===== config.mk =====
export PLATFORM = sky130hd
export DESIGN_NAME = sfc_engine
export DESIGN_NICKNAME = d
export VERILOG_FILES = /design/src/rtl/sfc_pkg.sv /design/src/rtl/sfc_fifo.sv /design/src/rtl/sfc_shifter.sv /design/src/rtl/sfc_engine.sv
export SDC_FILE = /design/constraint.sdc
export NUM_CORES = 1
export LEC_CHECK = 0
export ABC_AREA = 1
export BUFFER_PORTS_ARGS = -buffer_cell sky130_fd_sc_hd__buf_2
export CAP_MARGIN = 20
export CORE_ASPECT_RATIO = 0.8
export CORE_MARGIN = 2
export CORE_UTILIZATION = 41
export CTS_CLUSTER_SIZE = 20
export DETAILED_ROUTE_END_ITERATION = 12
export GPL_TIMING_DRIVEN = 1
export PLACE_DENSITY_LB_ADDON = 0.12
export REMOVE_ABC_BUFFERS = 1
export SETUP_SLACK_MARGIN = 0.02
export SLEW_MARGIN = 40
export SYNTH_ARGS = -nofsm -noshare
export SYNTH_HDL_FRONTEND = slang
export SYNTH_SLANG_ARGS = --single-unit

===== constraint.sdc =====
create_clock -name clk -period 2.3 [get_ports clk]
set_input_delay 0.345 -clock clk [delete_from_list [all_inputs] [get_ports clk]]
set_output_delay 0.345 -clock clk [all_outputs]
set_load 0.03 [all_outputs]

===== src/rtl/sfc_pkg.sv =====
`timescale 1ns/1ps
// Shared constants and helpers for the serial flash command engine.
// Assumes a 4-bit byte offset into the register window.
package sfc_pkg;

    localparam logic [3:0] OFS_OPCODE = 4'h0;
    localparam logic [3:0] OFS_COUNT  = 4'h1;
    localparam logic [3:0] OFS_CTRL   = 4'h2;
    localparam logic [3:0] OFS_DATA   = 4'hC;
    localparam logic [3:0] OFS_STAT   = 4'hD;

    localparam int CTRL_GO_BIT  = 0;
    localparam int CTRL_CLR_BIT = 4;

    typedef enum logic [1:0] {
        SEQ_IDLE  = 2'd0,
        SEQ_ISSUE = 2'd1,
        SEQ_WAIT  = 2'd2
    } seq_state_e;

    // Map the speed field to an SCK period in system clocks.
    function automatic logic [2:0] speed_to_div(input logic [1:0] sel);
        case (sel)
            2'd1:    return 3'd2;
            2'd2:    return 3'd3;
            default: return 3'd4;
        endcase
    endfunction

endpackage


===== src/rtl/sfc_fifo.sv =====
`timescale 1ns/1ps
// Byte store shared by payload and response data.
// One write port and one asynchronous read port, both indexed by the caller.
// Assumes the caller never needs two writes in one cycle.
module sfc_fifo #(
    parameter int DEPTH  = 8,
    parameter int DATA_W = 8,
    localparam int PTR_W = $clog2(DEPTH)
) (
    input  logic              clk,
    input  logic              rst_n,
    input  logic              wr_en,
    input  logic [PTR_W-1:0]  wr_idx,
    input  logic [DATA_W-1:0] wr_data,
    input  logic [PTR_W-1:0]  rd_idx,
    output logic [DATA_W-1:0] rd_data
);

    logic [DATA_W-1:0] mem_q [DEPTH];

    // Store a byte, or clear every entry on reset.
    always_ff @(posedge clk) begin
        if (!rst_n) begin
            for (int i = 0; i < DEPTH; i++) begin
                mem_q[i] <= '0;
            end
        end else if (wr_en) begin
            mem_q[wr_idx] <= wr_data;
        end
    end

    // Present the addressed entry.
    assign rd_data = mem_q[rd_idx];

endmodule


===== src/rtl/sfc_shifter.sv =====
`timescale 1ns/1ps
// SPI mode 0 byte shifter with an integer clock divider.
// A go pulse while idle starts one byte. SCK rises when the phase counter
// reaches LO-1, where MISO is sampled. SCK falls at DIV-1, where MOSI moves to
// the next bit. done pulses for one cycle after the eighth falling edge.
// Assumes div is 2 or more and stays constant during a byte.
module sfc_shifter #(
    parameter int DATA_W = 8,
    parameter int DIV_W  = 3,
    localparam int BIT_W = $clog2(DATA_W)
) (
    input  logic              clk,
    input  logic              rst_n,
    input  logic              go,
    input  logic [DATA_W-1:0] tx_byte,
    input  logic [DIV_W-1:0]  div,
    input  logic              miso,
    output logic              sck,
    output logic              mosi,
    output logic              done,
    output logic [DATA_W-1:0] rx_byte
);

    logic [DATA_W-1:0] tx_sh_q, rx_sh_q;
    logic [BIT_W-1:0]  bit_q;
    logic [DIV_W-1:0]  ph_q;
    logic              active_q, sck_q, done_q;
    logic [DIV_W-1:0]  lo_len;

    // Length of the low part of an SCK period.
    assign lo_len = div - (div >> 1);

    // Run the phase counter and shift the data on SCK edges.
    always_ff @(posedge clk) begin
        if (!rst_n) begin
            tx_sh_q  <= '0;
            rx_sh_q  <= '0;
            bit_q    <= '0;
            ph_q     <= '0;
            active_q <= 1'b0;
            sck_q    <= 1'b0;
            done_q   <= 1'b0;
        end else begin
            done_q <= 1'b0;
            if (go && !active_q) begin
                tx_sh_q  <= tx_byte;
                bit_q    <= '0;
                ph_q     <= '0;
                active_q <= 1'b1;
            end else if (active_q) begin
                if (ph_q == lo_len - 1'b1) begin
                    sck_q   <= 1'b1;
                    rx_sh_q <= {rx_sh_q[DATA_W-2:0], miso};
                end
                if (ph_q == div - 1'b1) begin
                    sck_q   <= 1'b0;
                    ph_q    <= '0;
                    tx_sh_q <= {tx_sh_q[DATA_W-2:0], 1'b0};
                    if (bit_q == BIT_W'(DATA_W - 1)) begin
                        active_q <= 1'b0;
                        done_q   <= 1'b1;
                    end else begin
                        bit_q <= bit_q + 1'b1;
                    end
                end else begin
                    ph_q <= ph_q + 1'b1;
                end
            end
        end
    end

    assign sck     = sck_q;
    assign mosi    = tx_sh_q[DATA_W-1];
    assign done    = done_q;
    assign rx_byte = rx_sh_q;

    AST_SCK_IDLE_LOW: assert property (@(posedge clk) disable iff (!rst_n)
        !active_q |-> !sck_q);
    AST_GO_ONLY_IDLE: assert property (@(posedge clk) disable iff (!rst_n)
        go |-> !active_q);
    AST_MOSI_HELD_HIGH: assert property (@(posedge clk) disable iff (!rst_n)
        (active_q && sck_q) |-> $stable(tx_sh_q[DATA_W-1]));

endmodule


===== src/rtl/sfc_engine.sv =====
`timescale 1ns/1ps
// Serial flash command engine: register window, shared byte store pointer,
// and the command sequencer that drives the byte shifter.
// Frame: opcode, then T payload bytes from the store, then response bytes
// written behind them. With T = 0 and R > 0, the byte sampled during the
// opcode counts as the first response byte.
// Assumes bus_wr and bus_rd never assert in the same cycle.
module sfc_engine #(
    parameter int DATA_W     = 8,
    parameter int FIFO_DEPTH = 8,
    parameter int CNT_W      = 4,
    parameter int ADDR_W     = 4,
    localparam int PTR_W     = $clog2(FIFO_DEPTH),
    localparam int IDX_W     = CNT_W + 2
) (
    input  logic              clk,
    input  logic              rst_n,
    input  logic              bus_wr,
    input  logic              bus_rd,
    input  logic [ADDR_W-1:0] bus_addr,
    input  logic [DATA_W-1:0] bus_wdata,
    output logic [DATA_W-1:0] bus_rdata,
    output logic              spi_cs_n,
    output logic              spi_sck,
    output logic              spi_mosi,
    input  logic              spi_miso
);
    import sfc_pkg::*;

    logic [DATA_W-1:0] opcode_q;
    logic [CNT_W-1:0]  rxcnt_q, txcnt_q;
    logic [1:0]        speed_q;
    logic [PTR_W-1:0]  ptr_q;
    logic              busy_q, cs_n_q;
    seq_state_e        state_q;
    logic [IDX_W-1:0]  bidx_q, total_q;

    logic              host_wr_ok, go_cmd, clr_ptr, host_push, host_pop;
    logic              eng_fetch, eng_store, quirk;
    logic              sh_go, sh_done;
    logic [DATA_W-1:0] sh_tx, sh_rx, fifo_rd;
    logic [CNT_W:0]    cnt_sum;
    logic [IDX_W-1:0]  total_calc, tx_idx;

    // Decode host accesses; all register updates are blocked while busy.
    assign host_wr_ok = bus_wr && !busy_q;
    assign go_cmd     = host_wr_ok && bus_addr == OFS_CTRL && bus_wdata[CTRL_GO_BIT];
    assign clr_ptr    = host_wr_ok && bus_addr == OFS_CTRL && bus_wdata[CTRL_CLR_BIT];
    assign host_push  = host_wr_ok && bus_addr == OFS_DATA;
    assign host_pop   = bus_rd && !busy_q && bus_addr == OFS_DATA;

    // Frame length: opcode + payload + response, one less in the no-payload case.
    assign quirk      = (txcnt_q == '0) && (rxcnt_q != '0);
    assign cnt_sum    = {1'b0, txcnt_q} + {1'b0, rxcnt_q};
    assign total_calc = IDX_W'(cnt_sum) + IDX_W'(1) - IDX_W'(quirk);
    assign tx_idx     = IDX_W'(txcnt_q);

    // Sequencer-side store accesses.
    assign eng_fetch = (state_q == SEQ_ISSUE) && (bidx_q != '0) && (bidx_q <= tx_idx);
    assign eng_store = (state_q == SEQ_WAIT) && sh_done && ((bidx_q > tx_idx) || quirk);

    // Byte sent for the current frame position.
    always_comb begin
        if (bidx_q == '0) begin
            sh_tx = opcode_q;
        end else if (bidx_q <= tx_idx) begin
            sh_tx = fifo_rd;
        end else begin
            sh_tx = '0;
        end
    end
    assign sh_go = (state_q == SEQ_ISSUE);

    // Host-programmed opcode, counts and speed.
    always_ff @(posedge clk) begin
        if (!rst_n) begin
            opcode_q <= '0;
            rxcnt_q  <= '0;
            txcnt_q  <= '0;
            speed_q  <= 2'd3;
        end else if (host_wr_ok) begin
            case (bus_addr)
                OFS_OPCODE: opcode_q <= bus_wdata;
                OFS_COUNT:  {rxcnt_q, txcnt_q} <= bus_wdata[2*CNT_W-1:0];
                OFS_STAT:   speed_q <= bus_wdata[5:4];
                default:    ;
            endcase
        end
    end

    // Shared store pointer: cleared on start or request, stepped on every access.
    always_ff @(posedge clk) begin
        if (!rst_n) begin
            ptr_q <= '0;
        end else if (go_cmd || clr_ptr) begin
            ptr_q <= '0;
        end else if (host_push || host_pop || eng_fetch || eng_store) begin
            ptr_q <= ptr_q + 1'b1;
        end
    end

    // Command sequencer: chip select, byte issue and frame end.
    always_ff @(posedge clk) begin
        if (!rst_n) begin
            state_q <= SEQ_IDLE;
            busy_q  <= 1'b0;
            cs_n_q  <= 1'b1;
            bidx_q  <= '0;
            total_q <= '0;
        end else begin
            case (state_q)
                SEQ_IDLE: begin
                    if (go_cmd) begin
                        busy_q  <= 1'b1;
                        cs_n_q  <= 1'b0;
                        bidx_q  <= '0;
                        total_q <= total_calc;
                        state_q <= SEQ_ISSUE;
                    end
                end
                SEQ_ISSUE: state_q <= SEQ_WAIT;
                SEQ_WAIT: begin
                    if (sh_done) begin
                        if (bidx_q == total_q - 1'b1) begin
                            busy_q  <= 1'b0;
                            cs_n_q  <= 1'b1;
                            state_q <= SEQ_IDLE;
                        end else begin
                            bidx_q  <= bidx_q + 1'b1;
                            state_q <= SEQ_ISSUE;
                        end
                    end
                end
                default: state_q <= SEQ_IDLE;
            endcase
        end
    end

    sfc_fifo #(.DEPTH(FIFO_DEPTH), .DATA_W(DATA_W)) fifo_i (
        .clk     (clk),
        .rst_n   (rst_n),
        .wr_en   (host_push || eng_store),
        .wr_idx  (ptr_q),
        .wr_data (busy_q ? sh_rx : bus_wdata),
        .rd_idx  (ptr_q),
        .rd_data (fifo_rd)
    );

    sfc_shifter #(.DATA_W(DATA_W), .DIV_W(3)) shifter_i (
        .clk     (clk),
        .rst_n   (rst_n),
        .go      (sh_go),
        .tx_byte (sh_tx),
        .div     (speed_to_div(speed_q)),
        .miso    (spi_miso),
        .sck     (spi_sck),
        .mosi    (spi_mosi),
        .done    (sh_done),
        .rx_byte (sh_rx)
    );

    // Register read mux.
    always_comb begin
        bus_rdata = '0;
        case (bus_addr)
            OFS_OPCODE: bus_rdata = opcode_q;
            OFS_COUNT:  bus_rdata[2*CNT_W-1:0] = {rxcnt_q, txcnt_q};
            OFS_CTRL:   bus_rdata[CTRL_GO_BIT] = busy_q;
            OFS_DATA:   bus_rdata = fifo_rd;
            OFS_STAT: begin
                bus_rdata[5:4]       = speed_q;
                bus_rdata[PTR_W-1:0] = ptr_q;
            end
            default:    bus_rdata = '0;
        endcase
    end

    assign spi_cs_n = cs_n_q;

    AST_CS_QUIET_SCK: assert property (@(posedge clk) disable iff (!rst_n)
        spi_cs_n |-> !spi_sck);
    AST_PTR_AT_END: assert property (@(posedge clk) disable iff (!rst_n)
        $fell(busy_q) |-> (ptr_q == cnt_sum[PTR_W-1:0]));
    AST_PTR_CLEAR_AT_START: assert property (@(posedge clk) disable iff (!rst_n)
        $rose(busy_q) |-> (ptr_q == '0));
    AST_COUNT_FROZEN: assert property (@(posedge clk) disable iff (!rst_n)
        (busy_q && $past(busy_q)) |-> $stable({rxcnt_q, txcnt_q}));
    AST_SPEED_FROZEN: assert property (@(posedge clk) disable iff (!rst_n)
        (busy_q && $past(busy_q)) |-> $stable(speed_q));

endmodule


# Yosys cells after proc, flatten, opt, wreduce, memory -nomap -nowiden
# Memory sizes are Yosys's and may differ from the RTL's. A register that Yosys moved wholly into a read port is not among the register bits.
# Cells that the tools add are included.
# totals
regBits	62
latchBits	0
ram_bits	64
romBits	0
in_bits	17
out_inout_bits	11
wordCells	143
memories	1
# memory_table
name	depth	word_bits	rd	rd_ports_with_merged_regs	wr	line_no	rtl
fifo_i.mem_q	8	8	1	1	8	sfc_fifo.sv:19	logic [DATA_W-1:0] mem_q [DEPTH];
# classes
add_sub_neg	11
n_mul	0
div_mod_pow	0
order_cmp	2
eq_ne	16
n_shift	0
mux	45
n_bitwise	5
reduce_logical	46
# ops
op	count
2-to-1 mux 8 bit	7
2-to-1 mux 1 bit	19
2-to-1 mux 6 bit	3
one-hot mux 2 bit (4 select lines)	2
logical AND 1 bit	13
2-to-1 mux 3 bit	4
one-hot mux 2 bit (3 select lines)	2
one-hot mux 6 bit (2 select lines)	1
AND reduction 2 bit	6
adder 3 x 1 -> 3 bit, second input constant	3
AND reduction 3 bit	3
== test 4 bit, second input constant	2
zero test 4 bit	2
AND reduction 4 bit	2
nonzero test 2 bit	4
OR reduction 8 bit	1
adder 5 x 1 -> 6 bit, second input constant	1
adder 6 x 1 -> 6 bit, second input constant	1
== test 3 bit	2
== test 6 bit	1
greater-than comparator 6 x 4 -> 1 bit	1
<= comparator 6 x 4 -> 1 bit	1
zero test 6 bit	1
logical OR 1 bit	6
other kinds (24)	37

# Depth between registers and ports, before layout
# depth
word_depth	10
mapped_depth	13
ltp_nobuf	13

# Modules after synthesis
# From an unflattened synthesis, not the netlist that was laid out.
# hier_totals
hier_cells	944
area_unflattened_um2	7098.1
# by_module_without_submodules
module	n_inst	cells_each	area_each_um2	seq_area_each_um2
sfc_fifo	1	378	3253.1	1921.8
sfc_engine	1	384	2568.7	740.7
sfc_shifter	1	182	1276.2	500.5

# Least setup slack after synthesis
# OpenSTA, ideal clock, no wires.
# synth_path
path_kind	flip-flop to flip-flop
from	register txcnt_q[1]
to	memory fifo_i.mem_q[0][0] (enable)
setup_time_ns	0.329
t_arrival_ns	1.743
t_required_ns	1.971
setup_slack_ns	0.228
stages_incl_launch_ff	13
path_buffers	0
synth_period_minus_slack_ns	2.072
path_cell_list	dfxtp_1 -> inv_1 -> ha_1 -> inv_1 -> o21bai_1 -> nand2_1 -> nand2_1 -> nand2_2 -> o21ai_2 -> nand2_4 -> nand2_8 -> nand4_4 -> nand2_1
# synth_rtl
item	line_no	rtl
from (decl)	sfc_engine.sv:31	logic [CNT_W-1:0] rxcnt_q, txcnt_q;
from (signal assigned)	sfc_engine.sv:84	OFS_COUNT: {rxcnt_q, txcnt_q} <= bus_wdata[2*CNT_W-1:0];
to (decl)	sfc_fifo.sv:19	

==> impl_metrics.toml <==
[cells_and_area]
diodes = 0
fin_nets = 907
drive_above_1_share = 0.191
instances_no_fill = 1099
areaGrowthSynthToFinish_pct = 22.0

[die]
coreArea_um2 = 15800
die_w_um = 146
num_rows = 41
ios = 28
die-area_um2 = 17200
die_h_um = 118
initial_core_util = 0.420

[sta]
finalSetupViolCount = 0
max_freq_mhz = 439
period_share = 0.991
relSlewSlack = 0.647
hold_violations = 0
skew_ps = 11.3
finalCriticalPeriod_ps = 2280
tightest_slew_ps = 529
slew_viol_final = 0
rsz0062_at_grt = "true"

[synth]
ys.flop_type = "dfxtp_1"
avgSynthCellArea_um2 = 8.28
ys_ff_latch = 129
synth_area_um2 = 6640
synth-edff-count = 64
synth.distinct_cells = 47
synthArstFlopShare = 0
synth_warnings = 0
ys_seq_area_frac = 0.485
synthCells = 802

[run]
cap_violations = 0

[routing]
drtIter0Drc = 655
first_pass_iters = 5
antenna_left = 0
routed-via-count = 5878
drc = 0
wl_per_cell_um = 17.5
wl_um = 19200
viasPerCell = 5.35

[cts]
cts_tree = "done"
htreeDepth = 4
clockBufferDepth = 2
cts_buffers = 17
clk_pin_slew_worst_paths_ps = 60
root_buffer = "clkbuf_16"
clk_latency_ps = 430
clock-sinks = 129

[global_route]
antenna_found_initial = 0
overflow = 0
grt_max_degree = 62
first_global_vias = 5351
track_usage = 0.224
grt_pass1_wl_um = 29500

[critical_path]
timing.critical_path.slowest_cell_delay_ps = 370
crit_fanout = 8
arrival_ps = 1930
worstPathRequired_ps = 1960
end_kind = "output port"
crit_type = "reg2out"
critical-path-slowest-cell = "dfxtp_4"
path_cells = "inv_4, buf_8, nor2_1, o22ai_1, o21ai_0, buf_4, o21ai_2, buf_6"
path_delay_family = "buffers and inverters"
start_kind = "register"
cp_num_buf_inv = 4

[placement]
dpl.cell_count = 1061
place.gp.congestion = 0.871
port_buffers = 27
dp_hpwl_um = 13600

[pwr]
fin_total_pwr_mw = 5.54
p_per_area_nw_per_um2 = 683
p_leak_nw = 3.41
peakVddDrop_v = 0.000540

[min_path]
hold_class = "in2reg"

[run_status]
status = "finished, final reports clean"
per-stage QoR:
step                      setup TNS [ps]  utilization  setup WS, ps  cell area, µm²  hold WS [ps]
after global placement                 0        0.459          91.1            7250           437
after global routing                -175        0.513         -38.1            8110           140
after CTS                              0        0.501          2.57            7920           137
after floorplan                     -674            -          -160            6520           429
after detailed placement               0        0.459          36.8            7250           441
final                                  0        0.513          21.6            8110           143
power breakdown:
part / internal [mW] / total, mW / switching, mW / leakage, nW
sequential: 2.46 / 2.48 / 0.0275 / 1.19
clock: 1.68 / 2.69 / 1.01 / 0.277
combinational: 0.118 / 0.369 / 0.251 / 1.94
total: 4.25 / 5.54 / 1.29 / 3.41
kinds of logic after synthesis:
kind of cell | after synthesis | share of synthesized area
adder cells (fa/ha/maj) | 19 | 0.0380
multiplexers | 7 | 0.0105
XOR/XNOR | 11 | 0.0145
flip-flops | 129 | 0.485
AO/OA/AOI/OAI | 159 | 0.134
buffers and inverters | 101 | 0.0620
AND/OR/NAND/NOR | 376 | 0.255
area by class of cell:
cell class	instances	area [µm²]
sequential	129	3230
inverter	77	294
tap	215	269
clock buffer	19	433
clock inverter	13	144
multi-input combinational	572	3160
timing repair buffer	74	582
fill	1514	7690
metal layers:
layer  GRT usage  share of wire  vias up
li1            -              -     2824
met1       0.328           0.48     2790
met2       0.323           0.43      232
met3      0.0578          0.072       32
met4      0.0704          0.018        0
met5           0              0        -
worst paths after layout:
path / from / to / slack [ps] / depth (start not counted)
min: spi_miso / shifter_i.rx_byte[0]$_SDFFE_PN0P_ / 140 / 3
max: register / bus_rdata[5] / 20 / 8
min reg2reg: spi_cs_n$_SDFFE_PN1P_ / spi_cs_n$_SDFFE_PN1P_ / 460 / 2
max reg2reg: rxcnt_q[0]$_SDFFE_PN0P_ / total_q[5]$_SDFFE_PN0P_ / 180 / 13
cell usage in the layout, fill, tap and decap left out, types with 17 or more instances in the layout:
cell type | netlist | final
dfxtp_1 | 65 | 63
buf_2 | 5 | 20
o21ai_1 | 9 | 17
nand2_1 | 133 | 124
clkbuf_16 | 0 | 18
edfxtp_1 | 64 | 64
a21oi_1 | 44 | 44
nor2_1 | 180 | 175
nand3_1 | 25 | 25
buf_4 | 3 | 44
ha_1 | 17 | 17
o21ai_0 | 70 | 52
inv_1 | 71 | 67
synthesized netlist by cell type, types with 2 or more instances:
| library cell | n | area share |
|---|---|---|
| xor2_1 | 8 | 0.011 |
| clkbuf_1 | 14 | 0.0079 |
| o21ai_0 | 70 | 0.053 |
| a21oi_1 | 44 | 0.033 |
| buf_2 | 5 | 0.0038 |
| mux2i_1 | 7 | 0.011 |
| or2_1 | 3 | 0.0028 |
| inv_1 | 71 | 0.040 |
| inv_2 | 4 | 0.0023 |
| o22ai_1 | 11 | 0.010 |
| nand2_1 | 133 | 0.075 |
| nand4_4 | 8 | 0.026 |
| nor3_1 | 4 | 0.0030 |
| edfxtp_1 | 64 | 0.29 |
| nor2_1 | 180 | 0.10 |
| o21ai_2 | 2 | 0.0026 |
| xnor2_1 | 3 | 0.0040 |
| fa_1 | 2 | 0.0060 |
| nand3_1 | 25 | 0.019 |
| buf_4 | 3 | 0.0034 |
| o21ai_1 | 9 | 0.0068 |
| nor2_2 | 4 | 0.0038 |
| ha_1 | 17 | 0.032 |
| o221ai_1 | 3 | 0.0040 |
| nand4_1 | 7 | 0.0066 |
| o211ai_1 | 10 | 0.011 |
| dfxtp_1 | 65 | 0.20 |
| nand2_4 | 2 | 0.0034 |
| o221a_2 | 2 | 0.0034 |
| buf_6 | 2 | 0.0034 |
| nand2_2 | 2 | 0.0019 |
| clkinv_1 | 2 | 0.0011 |
| a211oi_1 | 2 | 0.0023 |
repair_timing:
action,4_1_cts,5_1_grt
gates cloned,2,1
resized for setup,39,49
hold buffers,0,0
pin swaps,4,10
endpoints found under the setup margin,8,74
setup buffers,0,3
worst register-to-register path: cells and delay by family (launching register included):
kind | cells | cell delay, ps
buf+inv | 2 | 270
fa+ha+maj | 2 | 590
simple gates | 7 | 710
flops | 1 | 320
compound gates | 2 | 180
state kept, by name, summed over array words and instances (netlist names), named ones only:
register and flops:
fifo_i.mem_q 64, opcode_q 8, shifter_i.rx_byte 8, shifter_i.tx_sh_q 8
bidx_q 6, total_q 6, rxcnt_q 4, txcnt_q 4
ptr_q 3, shifter_i.bit_q 3, shifter_i.ph_q 3, speed_q 2
state_q 2, busy_q 1, shifter_i.active_q 1, shifter_i.done 1
shifter_i.sck 1, spi_cs_n 1
No activity file was read; power rests on OpenSTA's default activity.
